File: config.mk
export PLATFORM = sky130hd
export DESIGN_NAME = intr_csr_bank
export DESIGN_NICKNAME = d
export VERILOG_FILES = /design/src/rtl/intr_bank_pkg.sv /design/src/rtl/intr_bank_decode.sv /design/src/rtl/intr_src_cell.sv /design/src/rtl/intr_csr_bank.sv
export SDC_FILE = /design/constraint.sdc
export NUM_CORES = 1
export LEC_CHECK = 0
export ABC_CLOCK_PERIOD_IN_PS = 2120
export BUFFER_PORTS_ARGS = -buffer_cell sky130_fd_sc_hd__buf_2
export CORE_MARGIN = 1
export CORE_UTILIZATION = 43
export DETAILED_ROUTE_END_ITERATION = 6
export PLACE_DENSITY = 0.79
export SLEW_MARGIN = 20
export SYNTH_ARGS = -nofsm -noshare
export SYNTH_HDL_FRONTEND = slang
export SYNTH_SLANG_ARGS = --single-unit
File: constraint.sdc
create_clock -name clk -period 2.12 [get_ports clk]
set_input_delay 0.424 -clock clk [delete_from_list [all_inputs] [get_ports clk]]
set_output_delay 0.424 -clock clk [all_outputs]
set_load 0.005 [all_outputs]
File: src/rtl/intr_bank_pkg.sv
package intr_bank_pkg;
  // Read source selected by the address decoder
  typedef enum logic [1:0] {
    RD_NONE   = 2'd0,
    RD_STATE  = 2'd1,
    RD_ENABLE = 2'd2
  } rd_sel_e;

  // Byte distance between neighbouring registers
  function automatic int unsigned word_stride(input int unsigned width);
    return (width + 7) / 8;
  endfunction
endpackage

File: src/rtl/intr_bank_decode.sv
module intr_bank_decode
  import intr_bank_pkg::*;
#(
  parameter int unsigned DATA_W = 32,
  parameter int unsigned ADDR_W = 6
) (
  input  logic              clk,
  input  logic              rst,
  input  logic              req_valid_i,
  input  logic              req_write_i,
  input  logic [ADDR_W-1:0] req_addr_i,
  output logic              wr_state_o,
  output logic              wr_enable_o,
  output logic              wr_test_o,
  output rd_sel_e           rd_sel_o
);
  localparam int unsigned STRIDE = word_stride(DATA_W);
  localparam logic [ADDR_W-1:0] OFF_STATE  = ADDR_W'(0);
  localparam logic [ADDR_W-1:0] OFF_ENABLE = ADDR_W'(STRIDE);
  localparam logic [ADDR_W-1:0] OFF_TEST   = ADDR_W'(2 * STRIDE);

  logic hit_state, hit_enable, hit_test;

  always_comb begin
    hit_state  = req_valid_i && (req_addr_i == OFF_STATE);
    hit_enable = req_valid_i && (req_addr_i == OFF_ENABLE);
    hit_test   = req_valid_i && (req_addr_i == OFF_TEST);
    wr_state_o  = hit_state  && req_write_i;
    wr_enable_o = hit_enable && req_write_i;
    wr_test_o   = hit_test   && req_write_i;
    if (hit_state && !req_write_i)       rd_sel_o = RD_STATE;
    else if (hit_enable && !req_write_i) rd_sel_o = RD_ENABLE;
    else                                 rd_sel_o = RD_NONE;
  end


  wr_strobe_single_chk: assert property (@(posedge clk) disable iff (rst)
    $onehot0({wr_state_o, wr_enable_o, wr_test_o}));
endmodule

File: src/rtl/intr_src_cell.sv
module intr_src_cell #(
  parameter bit IS_STATUS = 1'b0
) (
  input  logic clk,
  input  logic rst,
  input  logic hw_in,
  input  logic clr_wr,
  input  logic test_wr,
  input  logic test_bit,
  output logic state_o
);
  logic state_q;

  if (IS_STATUS) begin : g_status
    logic hold_q;
    always_ff @(posedge clk) begin
      if (rst) begin
        state_q <= 1'b0;
        hold_q  <= 1'b0;
      end else begin
        state_q <= hw_in | (test_wr ? test_bit : hold_q);
        if (test_wr) hold_q <= test_bit;
      end
    end


    status_follow_chk: assert property (@(posedge clk) disable iff (rst)
      (hw_in && clr_wr) |=> state_q);

    status_hold_chk: assert property (@(posedge clk) disable iff (rst)
      (hold_q && !test_wr) |=> state_q);
  end else begin : g_event
    always_ff @(posedge clk) begin
      if (rst) state_q <= 1'b0;
      else     state_q <= hw_in | (test_wr & test_bit) | (state_q & ~clr_wr);
    end


    event_set_wins_chk: assert property (@(posedge clk) disable iff (rst)
      hw_in |=> state_q);

    event_clear_chk: assert property (@(posedge clk) disable iff (rst)
      (clr_wr && !hw_in && !(test_wr && test_bit)) |=> !state_q);
  end

  assign state_o = state_q;
endmodule

File: src/rtl/intr_csr_bank.sv
module intr_csr_bank
  import intr_bank_pkg::*;
#(
  parameter int unsigned NUM_SRC = 8,
  parameter int unsigned DATA_W  = 32,
  parameter int unsigned ADDR_W  = 6,
  parameter logic [NUM_SRC-1:0] STATUS_MASK = NUM_SRC'('hF0)
) (
  input  logic               clk,
  input  logic               rst,
  input  logic [NUM_SRC-1:0] hw_irq_i,
  input  logic               req_valid_i,
  input  logic               req_write_i,
  input  logic [ADDR_W-1:0]  req_addr_i,
  input  logic [DATA_W-1:0]  req_wdata_i,
  output logic               rsp_valid_o,
  output logic [DATA_W-1:0]  rsp_rdata_o,
  output logic [NUM_SRC-1:0] irq_o
);
  localparam int unsigned STRIDE = word_stride(DATA_W);
  localparam logic [ADDR_W-1:0] CHK_TEST = ADDR_W'(2 * STRIDE);

  logic               wr_state, wr_enable, wr_test;
  rd_sel_e            rd_sel;
  logic [NUM_SRC-1:0] state_vec;
  logic [NUM_SRC-1:0] en_q;
  logic [NUM_SRC-1:0] irq_q;
  logic [NUM_SRC-1:0] wbits;
  logic [DATA_W-1:0]  rdata_q;
  logic               rvalid_q;

  assign wbits = req_wdata_i[NUM_SRC-1:0];

  if (NUM_SRC < DATA_W) begin : g_hi
    logic unused_wdata_hi;
    assign unused_wdata_hi = ^req_wdata_i[DATA_W-1:NUM_SRC];
  end

  intr_bank_decode #(.DATA_W(DATA_W), .ADDR_W(ADDR_W)) dec_i (
    .clk         (clk),
    .rst         (rst),
    .req_valid_i (req_valid_i),
    .req_write_i (req_write_i),
    .req_addr_i  (req_addr_i),
    .wr_state_o  (wr_state),
    .wr_enable_o (wr_enable),
    .wr_test_o   (wr_test),
    .rd_sel_o    (rd_sel)
  );

  for (genvar i = 0; i < NUM_SRC; i++) begin : g_src
    intr_src_cell #(.IS_STATUS(STATUS_MASK[i])) cell_i (
      .clk      (clk),
      .rst      (rst),
      .hw_in    (hw_irq_i[i]),
      .clr_wr   (wr_state & wbits[i]),
      .test_wr  (wr_test),
      .test_bit (wbits[i]),
      .state_o  (state_vec[i])
    );
  end

  always_ff @(posedge clk) begin
    if (rst) begin
      en_q     <= '0;
      irq_q    <= '0;
      rdata_q  <= '0;
      rvalid_q <= 1'b0;
    end else begin
      if (wr_enable) en_q <= wbits;
      irq_q    <= state_vec & en_q;
      rvalid_q <= req_valid_i & ~req_write_i;
      case (rd_sel)
        RD_STATE:  rdata_q <= DATA_W'(state_vec);
        RD_ENABLE: rdata_q <= DATA_W'(en_q);
        default:   rdata_q <= '0;
      endcase
    end
  end

  assign irq_o       = irq_q;
  assign rsp_rdata_o = rdata_q;
  assign rsp_valid_o = rvalid_q;

  logic known_addr;
  assign known_addr = (req_addr_i == ADDR_W'(0)) || (req_addr_i == ADDR_W'(STRIDE)) ||
                      (req_addr_i == CHK_TEST);


  irq_tracks_chk: assert property (@(posedge clk) disable iff (rst)
    irq_o == $past(state_vec & en_q));

  test_reads_zero_chk: assert property (@(posedge clk) disable iff (rst)
    (req_valid_i && !req_write_i && req_addr_i == CHK_TEST) |=> (rsp_valid_o && rsp_rdata_o == '0));

  enable_write_chk: assert property (@(posedge clk) disable iff (rst)
    (req_valid_i && req_write_i && req_addr_i == ADDR_W'(STRIDE)) |=> en_q == $past(wbits));

  undef_no_effect_chk: assert property (@(posedge clk) disable iff (rst)
    (req_valid_i && !known_addr) |=> en_q == $past(en_q));
endmodule

==> results_dict.tcl <==
set metrics [dict create \
    wl_met2_um 1470 \
    port_buffers 42 \
    wl_per_cell_um 11.5 \
    hpwl_um 2220 \
    firstDrtPassIters 4 \
    p_leak_nw 0.857 \
    avgSynthCellArea_um2 9.57 \
    timing.final.crit_share_pct 75.8 \
    drt-initial-drc-count 64 \
    wl_met3_um 223 \
    core_mm2 0.00342 \
    holdBufCountCts 0 \
    min_period_ns 1.61 \
    cp.arrival_ns 1.88 \
    pwr_density_cell_mw_per_mm2 702 \
    synth-simple-area-share_pct 18.8 \
    clock.fmax_mhz 623 \
    cts_sinks 37 \
    via_count 1228 \
    r2r_cells 2 \
    ant_nets 0 \
    clock_skew_ns 0.00177 \
    syn2layout_area_growth_pct 18.5 \
    setup_viol 0 \
    hold_class "primary input to flop" \
    hold_violations 0 \
    post_cts_buffers 0 \
    cts_max_level 2 \
    cp.required_ns 2.39 \
    drc 0 \
    final_common_cell "buf_2" \
    cts_made_buffers 5 \
    final_cells 262 \
    clock_latency_ns 0.34 \
    yosys.area_share.xor_xnor_pct 0 \
    synthAdderAreaFrac_pct 0 \
    rrSetupSlack_ns 1.38 \
    maxCapViolCount 0 \
    die_area_mm2 0.00392 \
    fp.dieW_um 62.6 \
    slew_viol_final 0 \
    grt_pass1_wl_um 5020 \
    grt_max_degree 38 \
    critPathCaptureType "flop" \
    die_h_um 62.6 \
    cp-endpoint "en_q[4]$_SDFFE_PP0P_" \
    synth-compound-area-share_pct 13.3 \
    diodes 0 \
    peakVddDrop_mv 0.274 \
    gp_congestion 0.719 \
    routed.top_layer "met4" \
    critPathLaunch "req_addr_i[3]" \
    synth.distinct_cells 27 \
    synth.yosys.seq_area_share_pct 46.9 \
    critPathLaunchType "primary input" \
    wl_met1_um 1290 \
    routed_via_density 4.69 \
    fin_tns_setup_ns 0 \
    synth_area_mm2 0.00158 \
    drive_above_1_share_pct 29.6 \
    grt_pass1_vias 1084 \
    synth_seq_cells 37 \
    path_class "primary input to flop" \
    rows 21 \
    path_max_fanout 7 \
    worstReg2RegEnd "g_src[2].cell_i.state_o$_SDFF_PP0_" \
    drt-total-wl_um 3030 \
    final_nets 265 \
    yosysWarningCount 0 \
    synthCells 165 \
    grt-ovfl-total 0 \
    r2r-start "g_src[2].cell_i.state_o$_SDFF_PP0_" \
    grt_usage_pct 16.9 \
    status "completed" \
    cts_resized 0 \
    clkTransAtPathRegs_ns 0.11 \
    cts_tree "built" \
    ios 91 \
    most-common-layout-cells "buf_2 (42), dfxtp_1 (37), conb_1 (24)" \
    initial_core_util_pct 46.2 \
    dp_cells 254 \
    synthMuxAreaShare_pct 5.07 \
    clk_path_buf_depth 2 \
    antenna_found_initial 0 \
    rsz0062_at_grt "false" \
    clockRootBuffer "clkbuf_4" \
    synth_top_family_by_area "simple AND/OR/NAND/NOR gates" \
]
==> sequential cells by signal, indices dropped and copies added, names as in the netlist <==
signal                        flops
en_q                              8
g_src.cell_i.g_status.hold_q      4
g_src.cell_i.state_o              8
irq_o                             8
rsp_rdata_o                       8
rsp_valid_o                       1
==> routing by layer <==
layer  global-route usage (%)  vias up
li1                         -      616
met1                     19.9      557
met2                     27.7       50
met3                     5.84        5
met4                     6.98        0
met5                        0        -
==> synth_stat cells (all sizes together) <==
cell type | instances | area, um^2
nor2 | 8 | 30.0
nand2b | 16 | 100
or4 | 1 | 7.51
a21oi | 8 | 40.0
a31oi | 8 | 50.1
nand3 | 4 | 20.0
or4b | 2 | 20.0
nand2 | 8 | 30.0
nor4b | 1 | 15.0
inv | 9 | 33.8
o21ai | 4 | 20.0
a22o | 8 | 70.1
dfxtp | 37 | 741
mux2i | 8 | 80.1
nor3b | 1 | 7.51
conb | 1 | 3.75
or3b | 1 | 8.76
nor4bb | 1 | 10.0
clkbuf | 5 | 18.8
nor3 | 3 | 36.3
buf | 26 | 195
or4bb | 1 | 11.3
o31ai | 4 | 30.0
==> cell families (layout without fill, tap and decap cells) <==
group / Yosys count / count (layout)
AO/OA/AOI/OAI: 32 / 32
multiplexers: 8 / 8
flip-flops: 37 / 37
other: 1 / 24
buffers and inverters: 40 / 68
AND/OR/NAND/NOR: 47 / 47
==> stage by stage <==
step	worst slack [ns]	cell area, um^2	hold WS [ns]	total power [W]	util (%)
2_1_floorplan	0.353	1670	0.417	0.000809	-
3_3_place_gp	0.194	1790	0.427	0.000817	52.3
3_5_place_dp	0.145	1790	0.430	0.000819	52.3
4_1_cts	0.512	1870	0.273	0.00132	54.8
5_1_grt	0.449	1870	0.278	0.00138	54.8
6_report	0.514	1870	0.281	0.00131	54.8
==> worst min-delay path by stage <==
| stage | cells after the start | end | start | slack, ns |
|---|---|---|---|---|
| after floorplan | 2 | irq_o[4]$_SDFF_PP0_ | g_src[4].cell_i.state_o$_SDFF_PP0_ | 0.42 |
| after global placement | 2 | irq_o[7]$_SDFF_PP0_ | g_src[7].cell_i.state_o$_SDFF_PP0_ | 0.43 |
| after detailed placement | 2 | irq_o[6]$_SDFF_PP0_ | g_src[6].cell_i.state_o$_SDFF_PP0_ | 0.43 |
| after CTS | 2 | rsp_valid_o$_SDFF_PP0_ | req_write_i | 0.27 |
| after global routing | 2 | rsp_valid_o$_SDFF_PP0_ | req_write_i | 0.28 |
| final | 2 | rsp_valid_o$_SDFF_PP0_ | req_write_i | 0.28 |
==> power breakdown <==
part | internal (W) | switching, W
registers | 0.000706 | 0.00000683
clock network | 0.000282 | 0.000229
logic | 0.0000388 | 0.0000523
total | 0.00103 | 0.000288
==> cell type report <==
type / count / area (um^2)
Fill cell: 319 / 1540
Multi-Input combinational cell: 111 / 677
Clock buffer: 7 / 55.1
Inverter: 9 / 33.8
Sequential cell: 37 / 741
Clock inverter: 1 / 30.0
Tap cell: 46 / 57.6
Timing Repair Buffer: 51 / 278
==> worst max-delay path, stage by stage <==
cell and delay, ns:
buf_2 0.10, or4b_1 0.71, nor3_4 0.25, buf_4 0.20
mux2i_1 0.19
No activity file was read; power rests on OpenSTA's default activity.
